**config.mk**
```make
export PLATFORM = sky130hd
export DESIGN_NAME = pll_seq_ctrl
export DESIGN_NICKNAME = d
export VERILOG_FILES = /design/src/rtl/pll_seq_pkg.sv /design/src/rtl/pll_seq_regs.sv /design/src/rtl/pll_seq_sw.sv /design/src/rtl/pll_seq_vote.sv /design/src/rtl/pll_seq_ctrl.sv
export SDC_FILE = /design/constraint.sdc
export NUM_CORES = 1
export LEC_CHECK = 0
export BUFFER_PORTS_ARGS = -buffer_cell sky130_fd_sc_hd__buf_2
export CAP_MARGIN = 20
export CORE_AREA = 2 2 123 125
export CTS_CLUSTER_DIAMETER = 80
export DETAILED_ROUTE_END_ITERATION = 12
export DIE_AREA = 0 0 125 127
export PLACE_DENSITY_LB_ADDON = 0.25
export SLEW_MARGIN = 20
export SYNTH_ARGS = -nofsm -noshare
export SYNTH_HDL_FRONTEND = slang
export SYNTH_SLANG_ARGS = --single-unit
```
**constraint.sdc**
```tcl
create_clock -name clk_i -period 2.6 [get_ports clk_i]
set_input_delay 0 -clock clk_i [delete_from_list [all_inputs] [get_ports clk_i]]
set_output_delay 0 -clock clk_i [all_outputs]
set_load 0.02 [all_outputs]
```
**src/rtl/pll_seq_pkg.sv**
```systemverilog
package pll_seq_pkg;
  typedef struct packed {
    logic rst_rel;
    logic byp_rel;
    logic out_en;
  } pll_ctl_t;

  typedef enum logic [1:0] {SW_IDLE, SW_GAP, SW_POLL, SW_RESTART} sw_state_e;
  typedef enum logic [1:0] {VT_IDLE, VT_BIAS, VT_LOCK, VT_ON} vt_state_e;

  localparam int AW      = 3;
  localparam int DW      = 32;
  localparam int VCNT_W  = 6;

  localparam logic [AW-1:0] A_MODE = 3'd0;
  localparam logic [AW-1:0] A_CMD  = 3'd1;
  localparam logic [AW-1:0] A_L    = 3'd2;
  localparam logic [AW-1:0] A_M    = 3'd3;
  localparam logic [AW-1:0] A_N    = 3'd4;
  localparam logic [AW-1:0] A_STAT = 3'd5;

  localparam int LOCK_LSB = 8;
  localparam int BIAS_LSB = 14;
  localparam int VEN_BIT  = 20;
  localparam int VRST_BIT = 21;

  localparam int CMD_EN   = 0;
  localparam int CMD_DIS  = 1;
  localparam int CMD_RATE = 2;

  localparam int ST_BUSY  = 0;
  localparam int ST_TOUT  = 1;
endpackage

```
**src/rtl/pll_seq_regs.sv**
```systemverilog
module pll_seq_regs
  import pll_seq_pkg::*;
#(
  parameter int L_W = 10,
  parameter int M_W = 19,
  parameter int N_W = 19
) (
  input  logic            clk_i,
  input  logic            rst_ni,
  input  logic            wr_i,
  input  logic [AW-1:0]   addr_i,
  input  logic [DW-1:0]   wdata_i,
  output logic [DW-1:0]   rdata_o,
  input  logic            busy_i,
  input  pll_ctl_t        ctl_i,
  input  logic            tout_set_i,
  output logic            cmd_en_o,
  output logic            cmd_dis_o,
  output logic            cmd_rate_o,
  output logic [VCNT_W-1:0] lock_cnt_o,
  output logic [VCNT_W-1:0] bias_cnt_o,
  output logic            vote_en_o,
  output logic            vote_rst_o,
  output logic [L_W-1:0]  l_stg_o,
  output logic [M_W-1:0]  m_stg_o,
  output logic [N_W-1:0]  n_stg_o,
  output logic            tout_o
);
  logic wr_mode, wr_cmd, wr_l, wr_m, wr_n, wr_stat;

  assign wr_mode = wr_i && (addr_i == A_MODE);
  assign wr_cmd  = wr_i && (addr_i == A_CMD);
  assign wr_l    = wr_i && (addr_i == A_L);
  assign wr_m    = wr_i && (addr_i == A_M);
  assign wr_n    = wr_i && (addr_i == A_N);
  assign wr_stat = wr_i && (addr_i == A_STAT);

  assign cmd_en_o   = wr_cmd && wdata_i[CMD_EN];
  assign cmd_dis_o  = wr_cmd && wdata_i[CMD_DIS];
  assign cmd_rate_o = wr_cmd && wdata_i[CMD_RATE];

  always_ff @(posedge clk_i or negedge rst_ni) begin
    if (!rst_ni) begin
      lock_cnt_o <= '0;
      bias_cnt_o <= '0;
      vote_en_o  <= 1'b0;
      vote_rst_o <= 1'b1;
    end else if (wr_mode) begin
      lock_cnt_o <= wdata_i[LOCK_LSB +: VCNT_W];
      bias_cnt_o <= wdata_i[BIAS_LSB +: VCNT_W];
      vote_rst_o <= wdata_i[VRST_BIT];
      // arming needs the FSM reset already released and kept released
      vote_en_o  <= wdata_i[VEN_BIT] & ~wdata_i[VRST_BIT] & ~vote_rst_o;
    end
  end

  always_ff @(posedge clk_i or negedge rst_ni) begin
    if (!rst_ni) begin
      l_stg_o <= '0;
      m_stg_o <= '0;
      n_stg_o <= '0;
    end else if (!busy_i) begin
      if (wr_l) l_stg_o <= wdata_i[L_W-1:0];
      if (wr_m) m_stg_o <= wdata_i[M_W-1:0];
      if (wr_n) n_stg_o <= wdata_i[N_W-1:0];
    end
  end

  always_ff @(posedge clk_i or negedge rst_ni) begin
    if (!rst_ni)                              tout_o <= 1'b0;
    else if (tout_set_i)                      tout_o <= 1'b1;
    else if (wr_stat && wdata_i[ST_TOUT])     tout_o <= 1'b0;
  end

  always_comb begin
    rdata_o = '0;
    unique case (addr_i)
      A_MODE: begin
        rdata_o[2:0]                = ctl_i;
        rdata_o[LOCK_LSB +: VCNT_W] = lock_cnt_o;
        rdata_o[BIAS_LSB +: VCNT_W] = bias_cnt_o;
        rdata_o[VEN_BIT]            = vote_en_o;
        rdata_o[VRST_BIT]           = vote_rst_o;
      end
      A_L:    rdata_o[L_W-1:0] = l_stg_o;
      A_M:    rdata_o[M_W-1:0] = m_stg_o;
      A_N:    rdata_o[N_W-1:0] = n_stg_o;
      A_STAT: begin
        rdata_o[ST_BUSY] = busy_i;
        rdata_o[ST_TOUT] = tout_o;
      end
      default: rdata_o = '0;
    endcase
  end
endmodule

```
**src/rtl/pll_seq_sw.sv**
```systemverilog
module pll_seq_sw
  import pll_seq_pkg::*;
#(
  parameter int L_W        = 10,
  parameter int M_W        = 19,
  parameter int N_W        = 19,
  parameter int GAP_US     = 10,
  parameter int LOCK_TRIES = 200
) (
  input  logic           clk_i,
  input  logic           rst_ni,
  input  logic           cmd_en_i,
  input  logic           cmd_dis_i,
  input  logic           cmd_rate_i,
  input  logic           tick_i,
  input  logic           lock_i,
  input  logic           vote_en_i,
  input  logic [L_W-1:0] l_stg_i,
  input  logic [M_W-1:0] m_stg_i,
  input  logic [N_W-1:0] n_stg_i,
  output pll_ctl_t       ctl_o,
  output logic           busy_o,
  output logic           tout_set_o,
  output logic [L_W-1:0] l_o,
  output logic [M_W-1:0] m_o,
  output logic [N_W-1:0] n_o
);
  localparam int CNT_MAX = (GAP_US > LOCK_TRIES) ? GAP_US : LOCK_TRIES;
  localparam int CNT_W   = $clog2(CNT_MAX + 1);
  localparam logic [CNT_W-1:0] GAP_LAST = CNT_W'(GAP_US - 1);
  localparam logic [CNT_W-1:0] TRY_LAST = CNT_W'(LOCK_TRIES - 1);

  sw_state_e        state_q;
  logic [CNT_W-1:0] cnt_q;
  logic             running;

  assign running    = ctl_o.out_en & ctl_o.byp_rel & ctl_o.rst_rel;
  assign busy_o     = (state_q != SW_IDLE);
  assign tout_set_o = !vote_en_i && !cmd_dis_i && (state_q == SW_POLL) &&
                      tick_i && !lock_i && (cnt_q == TRY_LAST);

  always_ff @(posedge clk_i or negedge rst_ni) begin
    if (!rst_ni) begin
      state_q <= SW_IDLE;
      cnt_q   <= '0;
      ctl_o   <= '0;
      l_o     <= '0;
      m_o     <= '0;
      n_o     <= '0;
    end else if (vote_en_i || cmd_dis_i) begin
      state_q <= SW_IDLE;
      cnt_q   <= '0;
      ctl_o   <= '0;
    end else begin
      unique case (state_q)
        SW_IDLE: begin
          if (cmd_rate_i) begin
            l_o <= l_stg_i;
            m_o <= m_stg_i;
            n_o <= n_stg_i;
            if (running) begin
              ctl_o   <= '0;
              state_q <= SW_RESTART;
            end
          end else if (cmd_en_i && !running) begin
            ctl_o   <= '{rst_rel: 1'b0, byp_rel: 1'b1, out_en: 1'b0};
            cnt_q   <= '0;
            state_q <= SW_GAP;
          end
        end
        SW_RESTART: begin
          ctl_o   <= '{rst_rel: 1'b0, byp_rel: 1'b1, out_en: 1'b0};
          cnt_q   <= '0;
          state_q <= SW_GAP;
        end
        SW_GAP: if (tick_i) begin
          if (cnt_q == GAP_LAST) begin
            ctl_o.rst_rel <= 1'b1;
            cnt_q         <= '0;
            state_q       <= SW_POLL;
          end else begin
            cnt_q <= cnt_q + 1'b1;
          end
        end
        SW_POLL: if (tick_i) begin
          if (lock_i) begin
            ctl_o.out_en <= 1'b1;
            state_q      <= SW_IDLE;
          end else if (cnt_q == TRY_LAST) begin
            state_q <= SW_IDLE;
          end else begin
            cnt_q <= cnt_q + 1'b1;
          end
        end
        default: state_q <= SW_IDLE;
      endcase
    end
  end
endmodule

```
**src/rtl/pll_seq_vote.sv**
```systemverilog
module pll_seq_vote
  import pll_seq_pkg::*;
(
  input  logic              clk_i,
  input  logic              rst_ni,
  input  logic              vote_en_i,
  input  logic              vote_rst_i,
  input  logic              vote_req_i,
  input  logic              tick_i,
  input  logic              lock_i,
  input  logic [VCNT_W-1:0] bias_cnt_i,
  input  logic [VCNT_W-1:0] lock_cnt_i,
  output pll_ctl_t          ctl_o,
  output logic              busy_o
);
  vt_state_e         state_q;
  logic [VCNT_W-1:0] cnt_q;

  assign busy_o = (state_q == VT_BIAS) || (state_q == VT_LOCK);

  always_ff @(posedge clk_i or negedge rst_ni) begin
    if (!rst_ni) begin
      state_q <= VT_IDLE;
      cnt_q   <= '0;
      ctl_o   <= '0;
    end else if (!vote_en_i || vote_rst_i || !vote_req_i) begin
      state_q <= VT_IDLE;
      cnt_q   <= '0;
      ctl_o   <= '0;
    end else begin
      unique case (state_q)
        VT_IDLE: begin
          ctl_o.byp_rel <= 1'b1;
          cnt_q         <= '0;
          state_q       <= VT_BIAS;
        end
        VT_BIAS: begin
          if (cnt_q == bias_cnt_i) begin
            ctl_o.rst_rel <= 1'b1;
            cnt_q         <= '0;
            state_q       <= VT_LOCK;
          end else if (tick_i) begin
            cnt_q <= cnt_q + 1'b1;
          end
        end
        VT_LOCK: begin
          if (cnt_q == lock_cnt_i && lock_i) begin
            ctl_o.out_en <= 1'b1;
            state_q      <= VT_ON;
          end else if (tick_i && cnt_q != lock_cnt_i) begin
            cnt_q <= cnt_q + 1'b1;
          end
        end
        VT_ON: state_q <= VT_ON;
        default: state_q <= VT_IDLE;
      endcase
    end
  end
endmodule

```
**src/rtl/pll_seq_ctrl.sv**
```systemverilog
module pll_seq_ctrl
  import pll_seq_pkg::*;
#(
  parameter int L_W        = 10,
  parameter int M_W        = 19,
  parameter int N_W        = 19,
  parameter int GAP_US     = 10,
  parameter int LOCK_TRIES = 200
) (
  input  logic           clk_i,
  input  logic           rst_ni,
  input  logic           reg_wr_i,
  input  logic [2:0]     reg_addr_i,
  input  logic [31:0]    reg_wdata_i,
  output logic [31:0]    reg_rdata_o,
  input  logic           tick_i,
  input  logic           lock_i,
  input  logic           vote_req_i,
  output logic           byp_rel_o,
  output logic           rst_rel_o,
  output logic           out_en_o,
  output logic [L_W-1:0] l_o,
  output logic [M_W-1:0] m_o,
  output logic [N_W-1:0] n_o,
  output logic           busy_o,
  output logic           timeout_o
);
  logic              cmd_en, cmd_dis, cmd_rate;
  logic [VCNT_W-1:0] lock_cnt, bias_cnt;
  logic              vote_en, vote_rst;
  logic [L_W-1:0]    l_stg;
  logic [M_W-1:0]    m_stg;
  logic [N_W-1:0]    n_stg;
  pll_ctl_t          sw_ctl, vt_ctl, ctl;
  logic              sw_busy, vt_busy, tout_set;

  pll_seq_regs #(.L_W(L_W), .M_W(M_W), .N_W(N_W)) u_regs (
    .clk_i      (clk_i),
    .rst_ni     (rst_ni),
    .wr_i       (reg_wr_i),
    .addr_i     (reg_addr_i),
    .wdata_i    (reg_wdata_i),
    .rdata_o    (reg_rdata_o),
    .busy_i     (busy_o),
    .ctl_i      (ctl),
    .tout_set_i (tout_set),
    .cmd_en_o   (cmd_en),
    .cmd_dis_o  (cmd_dis),
    .cmd_rate_o (cmd_rate),
    .lock_cnt_o (lock_cnt),
    .bias_cnt_o (bias_cnt),
    .vote_en_o  (vote_en),
    .vote_rst_o (vote_rst),
    .l_stg_o    (l_stg),
    .m_stg_o    (m_stg),
    .n_stg_o    (n_stg),
    .tout_o     (timeout_o)
  );

  pll_seq_sw #(
    .L_W(L_W), .M_W(M_W), .N_W(N_W), .GAP_US(GAP_US), .LOCK_TRIES(LOCK_TRIES)
  ) u_sw (
    .clk_i      (clk_i),
    .rst_ni     (rst_ni),
    .cmd_en_i   (cmd_en),
    .cmd_dis_i  (cmd_dis),
    .cmd_rate_i (cmd_rate),
    .tick_i     (tick_i),
    .lock_i     (lock_i),
    .vote_en_i  (vote_en),
    .l_stg_i    (l_stg),
    .m_stg_i    (m_stg),
    .n_stg_i    (n_stg),
    .ctl_o      (sw_ctl),
    .busy_o     (sw_busy),
    .tout_set_o (tout_set),
    .l_o        (l_o),
    .m_o        (m_o),
    .n_o        (n_o)
  );

  pll_seq_vote u_vote (
    .clk_i      (clk_i),
    .rst_ni     (rst_ni),
    .vote_en_i  (vote_en),
    .vote_rst_i (vote_rst),
    .vote_req_i (vote_req_i),
    .tick_i     (tick_i),
    .lock_i     (lock_i),
    .bias_cnt_i (bias_cnt),
    .lock_cnt_i (lock_cnt),
    .ctl_o      (vt_ctl),
    .busy_o     (vt_busy)
  );

  assign ctl       = vote_en ? vt_ctl : sw_ctl;
  assign byp_rel_o = ctl.byp_rel;
  assign rst_rel_o = ctl.rst_rel;
  assign out_en_o  = ctl.out_en;
  assign busy_o    = sw_busy | vt_busy;
endmodule

```
# After elaboration in Yosys (flattened, before gate mapping)

Cells that the tools add are included.

Add/sub/neg operators: 2
Equal/unequal tests: 32
Multiplexer cells: 55
Bitwise gates (word level): 9
Reduce and logical (&&, ||, !) cells: 54

Operators by type and width:

| operator                                            | count |
|---|---|
| two-way mux 8 bit                                   | 8 |
| case mux 8 bit (4 select lines)                     | 1 |
| two-way mux 6 bit                                   | 5 |
| case mux 9 bit (3 select lines)                     | 1 |
| two-way mux 2 bit                                   | 12 |
| != test 3 bit, second input constant                | 8 |
| case mux 2 bit (4 select lines)                     | 3 |
| two-way mux 3 bit                                   | 7 |
| logical AND 1 bit                                   | 18 |
| case mux 6 bit (3 select lines)                     | 1 |
| case mux 5 bit (3 select lines)                     | 1 |
| nonzero test 2 bit                                  | 7 |
| equality test 6 bit                                 | 2 |
| AND reduction 2 bit                                 | 6 |
| AND reduction 6 bit                                 | 2 |
| nonzero test 4 bit                                  | 3 |
| two-way mux 1 bit                                   | 11 |
| case mux 2 bit (5 select lines)                     | 1 |
| AND reduction 5 bit                                 | 2 |
| adder 8 x 1 -> 8 bit, second input constant         | 1 |
| equality test 2 bit, second input constant          | 4 |
| equality test 8 x 4 -> 1 bit, second input constant | 1 |
| equality test 8 bit, second input constant          | 1 |
| != test 4 x 2 -> 1 bit, second input constant       | 2 |
| 22 further kinds                                    | 44 |

Register bits: 135
Output and inout bits: 85
Word-level logic and storage cells: 173

# Depth between registers and ports, before layout

Gate-level depths: netlist of run 1.

Depth in word-level cells: 10
Gate-level depth with buffers: 9
Mapped depth without buffers: 8

# Hierarchy

A second synthesis of run 1 with hierarchy kept.

Cell total of the unflattened synthesis: 523
Area total of the unflattened synthesis: 6762.7 sq um

Modules (own cells, without submodules):

| module       | instances | cells each | area each (sq um) | sequential area each (sq um) |
|---|---|---|---|---|
| pll_seq_regs | 1         | 222        | 3118.0            | 1577.8 |
| pll_seq_sw   | 1         | 208        | 2753.9            | 1526.5 |
| pll_seq_vote | 1         | 89         | 850.8             | 275.3 |
| pll_seq_ctrl | 1         | 4          | 40.0              | 0.0 |

# Worst setup path before layout of run 1

Ideal clock, no wire load.

Path type: reg-to-reg
Start point: register u_vote.state_q[0]
End point: register u_regs.m_stg_o[10]
Library setup time: 125 ps
Arrival time: 2279 ps
Required time: 2475 ps
Slack: 196 ps
Cell stages (with the launch flop): 8
Buffers on the path: 2
Clock period less this slack: 2404 ps
Cell sequence: dfrtp_1 -> inv_1 -> ha_1 -> nand2b_1 -> clkbuf_1 -> nor3_2 -> buf_2 -> mux2_2

Cells in the longest elaborated chain, start to end: 5
Elaborated cells on any way between the ends: 6
Those cells by class: eq/ne: 2; bitwise: 2; reduce/logical: 2

Ends and longest elaborated chain:

| what                                                                | RTL line            | source |
|---|---|---|
| start: declaration                                                  | pll_seq_vote.sv:16  | `vt_state_e state_q;` |
| start signal: assignment                                            | pll_seq_vote.sv:23  | `state_q <= VT_IDLE;` |
| start signal: assignment                                            | pll_seq_vote.sv:27  | `state_q <= VT_IDLE;` |
| start signal: assignment                                            | pll_seq_vote.sv:35  | `state_q <= VT_BIAS;` |
| equality test 2 x 1 -> 1 bit or equality test 2 bit (tied branches) | pll_seq_vote.sv:19  | `assign busy_o = (state_q == VT_BIAS) \|\| (state_q == VT_LOCK);` |
| logical OR 1 bit (*)                                                | pll_seq_vote.sv:19  |  |
| OR 1 bit (*)                                                        | pll_seq_ctrl.sv:100 | `assign busy_o = sw_busy \| vt_busy;` |
| via busy_o                                                          | pll_seq_ctrl.sv:25  | `output logic busy_o,` |
| NOT 1 bit (no line) (*)                                             | -                   |  |
| AND reduction 2 bit (no line) (*)                                   | -                   |  |
| end signal: assignment                                              | pll_seq_regs.sv:64  | `if (wr_m) m_stg_o <= wdata_i[M_W-1:0];` |
| end: declaration                                                    | pll_seq_regs.sv:25  | `output logic [M_W-1:0] m_stg_o,` |

The timed path passes the listed nets; every way through them passes the cells marked *.
A chain may end at the register's enable or synchronous reset.

# Worst setup path after layout of run 1

Start point: register u_vote.state_q[0]
End point: register u_regs.l_stg_o[4]

Cells in the longest elaborated chain, start to end: 5
Elaborated cells on any way between the ends: 6
Those cells by class: eq/ne: 2; bitwise: 2; reduce/logical: 2

Ends and longest elaborated chain:

| what                                                                | RTL line            | source |
|---|---|---|
| equality test 2 x 1 -> 1 bit or equality test 2 bit (tied branches) | pll_seq_vote.sv:19  |  |
| logical OR 1 bit (*)                                                | pll_seq_vote.sv:19  |  |
| OR 1 bit (*)                                                        | pll_seq_ctrl.sv:100 |  |
| NOT 1 bit (no line) (*)                                             | -                   |  |
| AND reduction 2 bit (no line) (*)                                   | -                   |  |
| end signal: assignment                                              | pll_seq_regs.sv:63  | `if (wr_l) l_stg_o <= wdata_i[L_W-1:0];` |
| end: declaration                                                    | pll_seq_regs.sv:24  | `output logic [L_W-1:0] l_stg_o,` |

Mark *: on every way between the ends. The rest lies on a longest branch, timed or not.

==> reports/metrics.csv, run 1 <==
stage,metric,value,unit
floorplanning,die_y,127,µm
synthesis,synth_area_per_cell,12.0,µm²
synthesis,synthDistinctLibCells,55,
place,dp_cells,815,
synthesis,yosysTopAreaCell,dfrtp_1,
floorplanning,pin_count,126,
routing,drt-total-wl,15600,µm
synthesis,synth_area_leaders,"dfrtp_1 52%, mux2_2 13%, mux2_1 7.4%",
clock_network,cts_setup_buffers,0,
clock_network,cts_buffers,17,
worst_setup_path,cp-start-kind,flip-flop,
synthesis,synthTopCellsByCount,"134 x dfrtp_1, 74 x mux2_2, 42 x mux2_1, 40 x nand2_1, 32 x o21ai_0",
worst_setup_path,crit_type,reg2reg,
power,p_comb_share,30.2,%
sta,slew_headroom,50.9,%
synthesis,synth_area,6430,µm²
clock_network,cts_resized,0,
sta,tightestPinTransition,724,ps
worst_hold_path,worstHoldPathCells,3,
floorplanning,num_rows,44,
sta,report.final.slew_viol_count,0,
clock_network,cts.sinks,135,
synthesis,yosys.area_share.simple,9.24,%
place,portBuffers,105,
synthesis,synth-compound-area-share,8.38,%
synthesis,synth-edff-count,0,
global_route,first_global_vias,4746,
routing,drt_iter0_markers,345,
layout,final_nets,727,
sta,rsz0062_at_grt,false,
place,place_ws,268,ps
clock_network,clk_pin_slew_worst_paths,60,ps
global_route,grt-ovfl-total,0,
routing,wl_per_cell,17.9,µm
layout,fin_area,8080,µm²
sta,fmax,0.432,GHz
synthesis,ys_seq_area_share,52.5,%
synthesis,synth_top_area_share,52.1,%
sta,hold_violations,0,
worst_setup_path,reg2reg_slack,290,ps
routing,vias,4705,
layout,diodes,0,
worst_setup_path,end_kind,flip-flop,
synthesis,yosysMostFrequentCell,dfrtp_1,
power,swShare,34.0,%
synthesis,synth_top_family_by_area,multiplexers,
clock_network,cts_tree,yes,
place,hpwl,10800,µm
power,switching_power,2.92,mW
worst_setup_path,cp.arrival,2610,ps
worst_setup_path,reg2regPathDepth,5,
layout,drive_above_1_share,33.8,%
layout,area_growth,25.6,%
synthesis,synthCells,534,
global_route,grt.total_usage,20.1,%
sta,clock_skew,7.65,ps
clock_network,clkLatencyLatePin,420,ps
synthesis,ys_ff_latch,135,
routing,dr.pass1.iters,5,
floorplanning,core_area,14400,µm²
synthesis,async_flop_share,100,%
power,clkPwrFrac,29.3,%
worst_setup_path,critPathRequiredTime,2890,ps
routing,avgViaCountPerCell,5.40,
synthesis,synthXorXnorAreaFrac,1.63,%
place,place.gp.congestion,0.841,
power,irDropWorstVdd,0.000588,V
worst_setup_path,crit_fanout,10,
routing,drcViolationCount,0,
power,powerDensity,1070,nW/µm²
layout,fillerInstances,1222,
status,status,finished clean,
place,placement.cell_area,7220,µm²
synthesis,synth_mux_area_share,22.5,%
global_route,grt_max_degree,73,
sta,finalCriticalPeriod,2310,ps
synthesis,post_synth_fa_ha_maj_area_fraction,2.33,%
global_route,grt_pass1_wl,25200,µm
clock_network,cts_max_level,4,
floorplanning,chipWidth,125,µm
job,maxCapViolCount,0,
sta,post-route-period-util,89.0,%
clock_network,cts_buffer_depth,2,
sta,setup_slack,286,ps
layout,instances_no_fill,871,
power,p_int,5.68,mW
floorplanning,design.die.area,15900,µm²
power,total_leakage_power,3.99,nW
synthesis,yosys_warnings,0,
worst_hold_path,hp-class,in2reg,
clock_network,cts_root_buffer,clkbuf_16,
synthesis,ys.flop_type,dfrtp_1,
routing,ant_nets,0,
sta,fin_setup_tns,0,ps
sta,setup_viol,0,
clock_network,cts_hold_buf,24,
floorplanning,initial_core_util,44.6,%
global_route,antenna_found_initial,0,
power,sequentialPowerShare,40.5,%
power,total_power,8.60,mW
-- worst paths after layout --
path,from,endpoint
worst max-delay path,u_vote.state_q[0],u_regs.l_stg_o[4]
worst min-delay path,reg_wdata_i[20],u_regs.vote_en_o
worst max register to register,u_vote.state_q[0],u_regs.l_stg_o[4]
worst min register to register,u_sw.l_o[3],u_sw.l_o[3]
max in group asynchronous,rst_ni,u_regs.lock_cnt_o[0]
min in group asynchronous,rst_ni,u_sw.n_o[10]
-- stage by stage --
step | util, % | hold slack (ps)
after floorplan | - | -296
after global placement | 50.0 | 61.1
after detailed placement | 50.0 | 74.8
after CTS | 56.0 | 20.2
after global routing | 56.0 | 57.5
final | 56.0 | 37.4
-- registers in the layout, indices dropped and copies added, names as in the netlist, 2 cells and up --
signal             flops
u_regs.m_stg_o        19
u_regs.n_stg_o        19
u_sw.m_o              19
u_sw.n_o              19
u_regs.l_stg_o        10
u_sw.l_o              10
u_sw.cnt_q             8
u_regs.bias_cnt_o      6
u_regs.lock_cnt_o      6
u_vote.cnt_q           6
u_sw.ctl_o             3
u_vote.ctl_o           3
u_sw.state_q           2
u_vote.state_q         2
-- power by group through the flow --
stage,clock network (mW),registers [mW],logic (mW)
after global placement,0,3.45,2.52
after floorplan,0,3.76,1.34
after CTS,2.56,3.49,2.62
final,2.52,3.49,2.60
after detailed placement,0,3.51,2.57
after global routing,2.67,3.60,2.81
-- routing by layer --
layer	routed length, µm	part of all wire [%]	up-vias	GRT usage (%)
met5	0	0	-	0
met4	271	1.7	0	6.99
met3	968	6.2	20	5.49
met2	7340	47	146	32.0
met1	6990	45	2365	26.7
li1	-	-	2174	-
-- critical path, stage by stage (launching register included) --
cell and delay (ps):
dfrtp_1 390, inv_1 100, ha_1 330, nand2b_1 180
or4_1 770, mux2_1 430
-- placed cells by master, fill, tap and decap left out, types with 4 or more instances in the layout --
cell type,n
conb_1,10
clkbuf_16,17
mux2i_1,14
inv_1,9
mux2_1,42
clkinv_2,5
xnor2_1,6
bufinv_16,4
nor2b_1,8
dfrtp_1,134
mux2_2,74
o21ai_0,32
nor2_1,27
o21ai_1,5
ha_1,12
buf_4,12
a21oi_1,6
dlygate4sd3_1,24
and3_1,5
xor2_1,6
nand2_1,40
a22oi_1,10
nand3_1,9
buf_2,104
a31oi_1,4
and2_1,7
-- cell type report --
| class | count | area, µm² | area share, % |
|---|---|---|---|
| Sequential cell | 135 | 3380 | 41.8 |
| Multi-Input combinational cell | 366 | 2890 | 35.7 |
| Timing Repair Buffer | 144 | 922 | 11.4 |
| Clock buffer | 19 | 443 | 5.48 |
| Tap cell | 184 | 230 | 2.85 |
| Clock inverter | 13 | 179 | 2.21 |
| Inverter | 10 | 37.5 | 0.465 |
-- cells by family after synthesis --
group,Yosys count
AO/OA/AOI/OAI,83
adder cells (fa/ha/maj),12
flip-flops,135
buffers and inverters,42
XOR/XNOR,12
AND/OR/NAND/NOR,119
multiplexers,130
other,1
No activity file was read; power rests on OpenSTA's default activity.
==> inputs of run 2 (changes only) <==
--- a/config.mk
+++ b/config.mk
@@ -7,12 +7,13 @@
 export LEC_CHECK = 0
 export BUFFER_PORTS_ARGS = -buffer_cell sky130_fd_sc_hd__buf_2
 export CAP_MARGIN = 20
-export CORE_AREA = 2 2 123 125
+export CORE_AREA = 2 2 126 128
 export CTS_CLUSTER_DIAMETER = 80
 export DETAILED_ROUTE_END_ITERATION = 12
-export DIE_AREA = 0 0 125 127
+export DIE_AREA = 0 0 128 130
 export PLACE_DENSITY_LB_ADDON = 0.25
 export SLEW_MARGIN = 20
 export SYNTH_ARGS = -nofsm -noshare
 export SYNTH_HDL_FRONTEND = slang
+export SYNTH_HIERARCHICAL = 1
 export SYNTH_SLANG_ARGS = --single-unit
==> run 2 against run 1 <==
  * Clock-buffer cell count rose by 2
  * Combinational power grew 6%
  * Global-route usage rose by 0.37 points
  * Maximum frequency fell by 1.6%
  * Non-clock buffer count is 3 lower
  * Hold slack better by 22 ps
  * Clock skew grew 2.5 ps
  * First-iteration DRC count decreased by 34%
  * Setup slack got worse by 37 ps
  * Register-to-register slack worse by 40 ps
  * Flip-flop and latch count is the same
  * Total power fell by 0.15%
  * Highest routed layer unchanged
==> reports/metrics.csv, run 2 <==
stage,metric,value,unit,change
synthesis,yosysMostFrequentCell,dfrtp_1,,
place,place.gp.congestion,0.883,,+5.0%
status,status,finished clean,,
sta,clock_skew,10.2,ps,+2.53 ps
layout,drive_above_1_share,44.1,%,+10 points
global_route,grt_max_degree,68,,-6.8%
floorplanning,chipWidth,128,µm,+2.4%
worst_setup_path,crit_chain,"inv_1, ha_1, inv_1, or2_2, nor3b_2, nand2_4, mux2_4",,
sta,fin_setup_tns,0,ps,unchanged
worst_setup_path,crit_fanout,19,,+9
synthesis,synth_area_leaders,"dfrtp_1 50%, mux2_2 16%, mux2_4 4.4%",,
clock_network,cts_max_level,4,,unchanged
global_route,grt.total_usage,20.4,%,+0.37 points
routing,vias,4719,,+0.30%
place,hpwl,11400,µm,+5.3%
clock_network,cts_tree,yes,,
clock_network,cts_resized,0,,unchanged
layout,final_common_cell,dfrtp_1,,
layout,instances_no_fill,867,,-0.46%
clock_network,clkLatencyLatePin,420,ps,about the same
place,dp_cells,811,,-0.49%
worst_setup_path,cp.arrival,2650,ps,+40 ps
power,powerDensity,1030,nW/µm²,-2.9%
synthesis,yosysTopAreaCell,dfrtp_1,,
floorplanning,die_y,130,µm,+2.4%
sta,tightestPinTransition,776,ps,+51.0 ps
synthesis,synth_area,6760,µm²,+5.1%
routing,drt_iter0_markers,226,,-34%
sta,hold_violations,0,,unchanged
synthesis,synth_top_area_share,49.6,%,-2.5 points
synthesis,synth-edff-count,0,,unchanged
synthesis,async_flop_share,100,%,unchanged
clock_network,cts_setup_buffers,0,,unchanged
synthesis,ys_ff_latch,135,,unchanged
synthesis,ys_seq_area_share,50.0,%,-2.6 points
worst_hold_path,hp-class,in2reg,,
layout,final_nets,713,,-1.9%
synthesis,synthTopCellsByCount,"134 x dfrtp_1, 96 x mux2_2, 23 x nor2_1, 20 x mux2_4",,
worst_setup_path,crit_type,reg2reg,,
sta,setup_viol,0,,unchanged
worst_setup_path,crit_slowest_cell,dfrtp_1,,
routing,avgViaCountPerCell,5.44,,+0.76%
routing,dr.pass1.iters,4,,-1
sta,finalCriticalPeriod,2350,ps,+37.5 ps
floorplanning,design.die.area,16600,µm²,+4.8%
routing,ant_nets,0,,unchanged
worst_setup_path,reg2reg_slack,250,ps,-40 ps
sta,report.final.slew_viol_count,0,,unchanged
worst_setup_path,cpPeakStageDelay,410,ps,-360 ps
floorplanning,core_area,15400,µm²,+6.9%
routing,drt-total-wl,16500,µm,+5.9%
layout,fillerInstances,1317,,+7.8%
sta,slew_headroom,48.1,%,-2.8 points
sta,fmax,0.425,GHz,-1.6%
global_route,antenna_found_initial,0,,unchanged
worst_setup_path,end_kind,flip-flop,,
synthesis,yosys_warnings,6,,+6
worst_setup_path,crit_top_cell,inv_1,,
floorplanning,num_rows,46,,+4.5%
clock_network,clk_pin_slew_worst_paths,60,ps,about the same
worst_setup_path,critPathRequiredTime,2900,ps,about the same
clock_network,cts_root_buffer,clkbuf_16,,
clock_network,cts_buffers,17,,unchanged
global_route,grt_pass1_wl,26200,µm,+3.7%
layout,mostFrequentLayoutCells,"134 x dfrtp_1, 104 x buf_2, 96 x mux2_2",,
place,portBuffers,105,,unchanged
synthesis,synthDistinctLibCells,73,,+33%
power,total_power,8.59,mW,-0.15%
layout,area_growth,22.9,%,
floorplanning,initial_core_util,43.8,%,-0.75 points
routing,wl_per_cell,19.0,µm,+6.4%
synthesis,synthCells,523,,-2.1%
worst_setup_path,cp-start-kind,flip-flop,,
clock_network,cts_buffer_depth,2,,unchanged
power,irDropWorstVdd,0.000536,V,-8.9%
power,total_leakage_power,4.10,nW,+2.6%
job,maxCapViolCount,0,,unchanged
sta,rsz0062_at_grt,false,,
synthesis,ys.flop_type,dfrtp_1,,
synthesis,synth_area_per_cell,12.9,µm²,+7.3%
routing,drcViolationCount,0,,unchanged
sta,hold_ws,59.2,ps,+21.8 ps
sta,post-route-period-util,90.4,%,+1.4 points
clock_network,cts.sinks,135,,unchanged
floorplanning,pin_count,126,,unchanged
global_route,grt-ovfl-total,0,,unchanged
global_route,first_global_vias,4832,,+1.8%
[run 2: final timing paths]
path | from | to | depth (start not counted)
min in group asynchronous | rst_ni | u_sw/m_o[16] | 2
hold reg to reg | u_sw/n_o[15] | u_sw/n_o[15] | 1
hold / removal | reg_wdata_i[20] | u_regs/vote_en_o | 3
max in group asynchronous | rst_ni | u_sw/cnt_q[4] | 3
setup / recovery | u_sw/state_q[0] | u_regs/n_stg_o[14] | 7
setup reg to reg | u_sw/state_q[0] | u_regs/n_stg_o[14] | 7
[run 2: power breakdown]
group | switching (mW) | internal (mW) | total [mW] | leakage [nW]
Sequential | 0.542 | 2.84 | 3.38 | 1.76
Combinational | 1.44 | 1.31 | 2.75 | 2.06
Clock | 0.922 | 1.54 | 2.46 | 0.284
Total | 2.91 | 5.68 | 8.59 | 4.10
[run 2: final cells by class]
| type | count | area [µm²] | area share, % |
|---|---|---|---|
| timing repair buffer | 141 | 897 | 10.8 |
| clock buffer | 21 | 450 | 5.42 |
| inverter | 11 | 41.3 | 0.497 |
| clock inverter | 11 | 149 | 1.79 |
| sequential | 135 | 3380 | 40.7 |
| antenna | 1 | 2.50 | 0.0301 |
| tap | 192 | 240 | 2.89 |
| multi-input combinational | 355 | 3150 | 37.9 |
[run 2: cells by family after synthesis]
family | share of synthesized area, %
AO/OA/AOI/OAI | 10.9
XOR/XNOR | 1.55
adder cells (fa/ha/maj) | 2.04
buffers and inverters | 4.22
flip-flops | 50.0
multiplexers | 22.4
other | 0.0555
AND/OR/NAND/NOR | 8.92
[run 2: layer usage]
layer	part of all wire, %	global-route usage [%]	vias to the layer above
li1	-	-	2198
met1	46	27.0	2373
met2	48	33.2	136
met3	5.1	5.29	12
met4	1.2	6.72	0
met5	0	0	-
[run 2: stage by stage]
step                setup slack (ps)  util [%]  cell area, µm²
floorplan                        440         -            6800
global placement                 344      48.5            7480
detailed placement               271      48.5            7480
CTS                              252      53.9            8310
global route                     147      53.9            8310
finish                           249      53.9            8310
[run 2: repair_timing]
action / 4_1_cts / 5_1_grt
hold endpoints to repair: 129 / 0
endpoints found under the setup margin: 0 / 0
hold buffers: 23 / 0
[run 2: worst max-delay path, delay by kind of cell (launching register included)]
kind	cells	cell delay (ps)
and+or+nand+nor	3	950
adders and majority gates	1	300
DFF	1	410
buffers and inverters	2	190
muxes	1	380
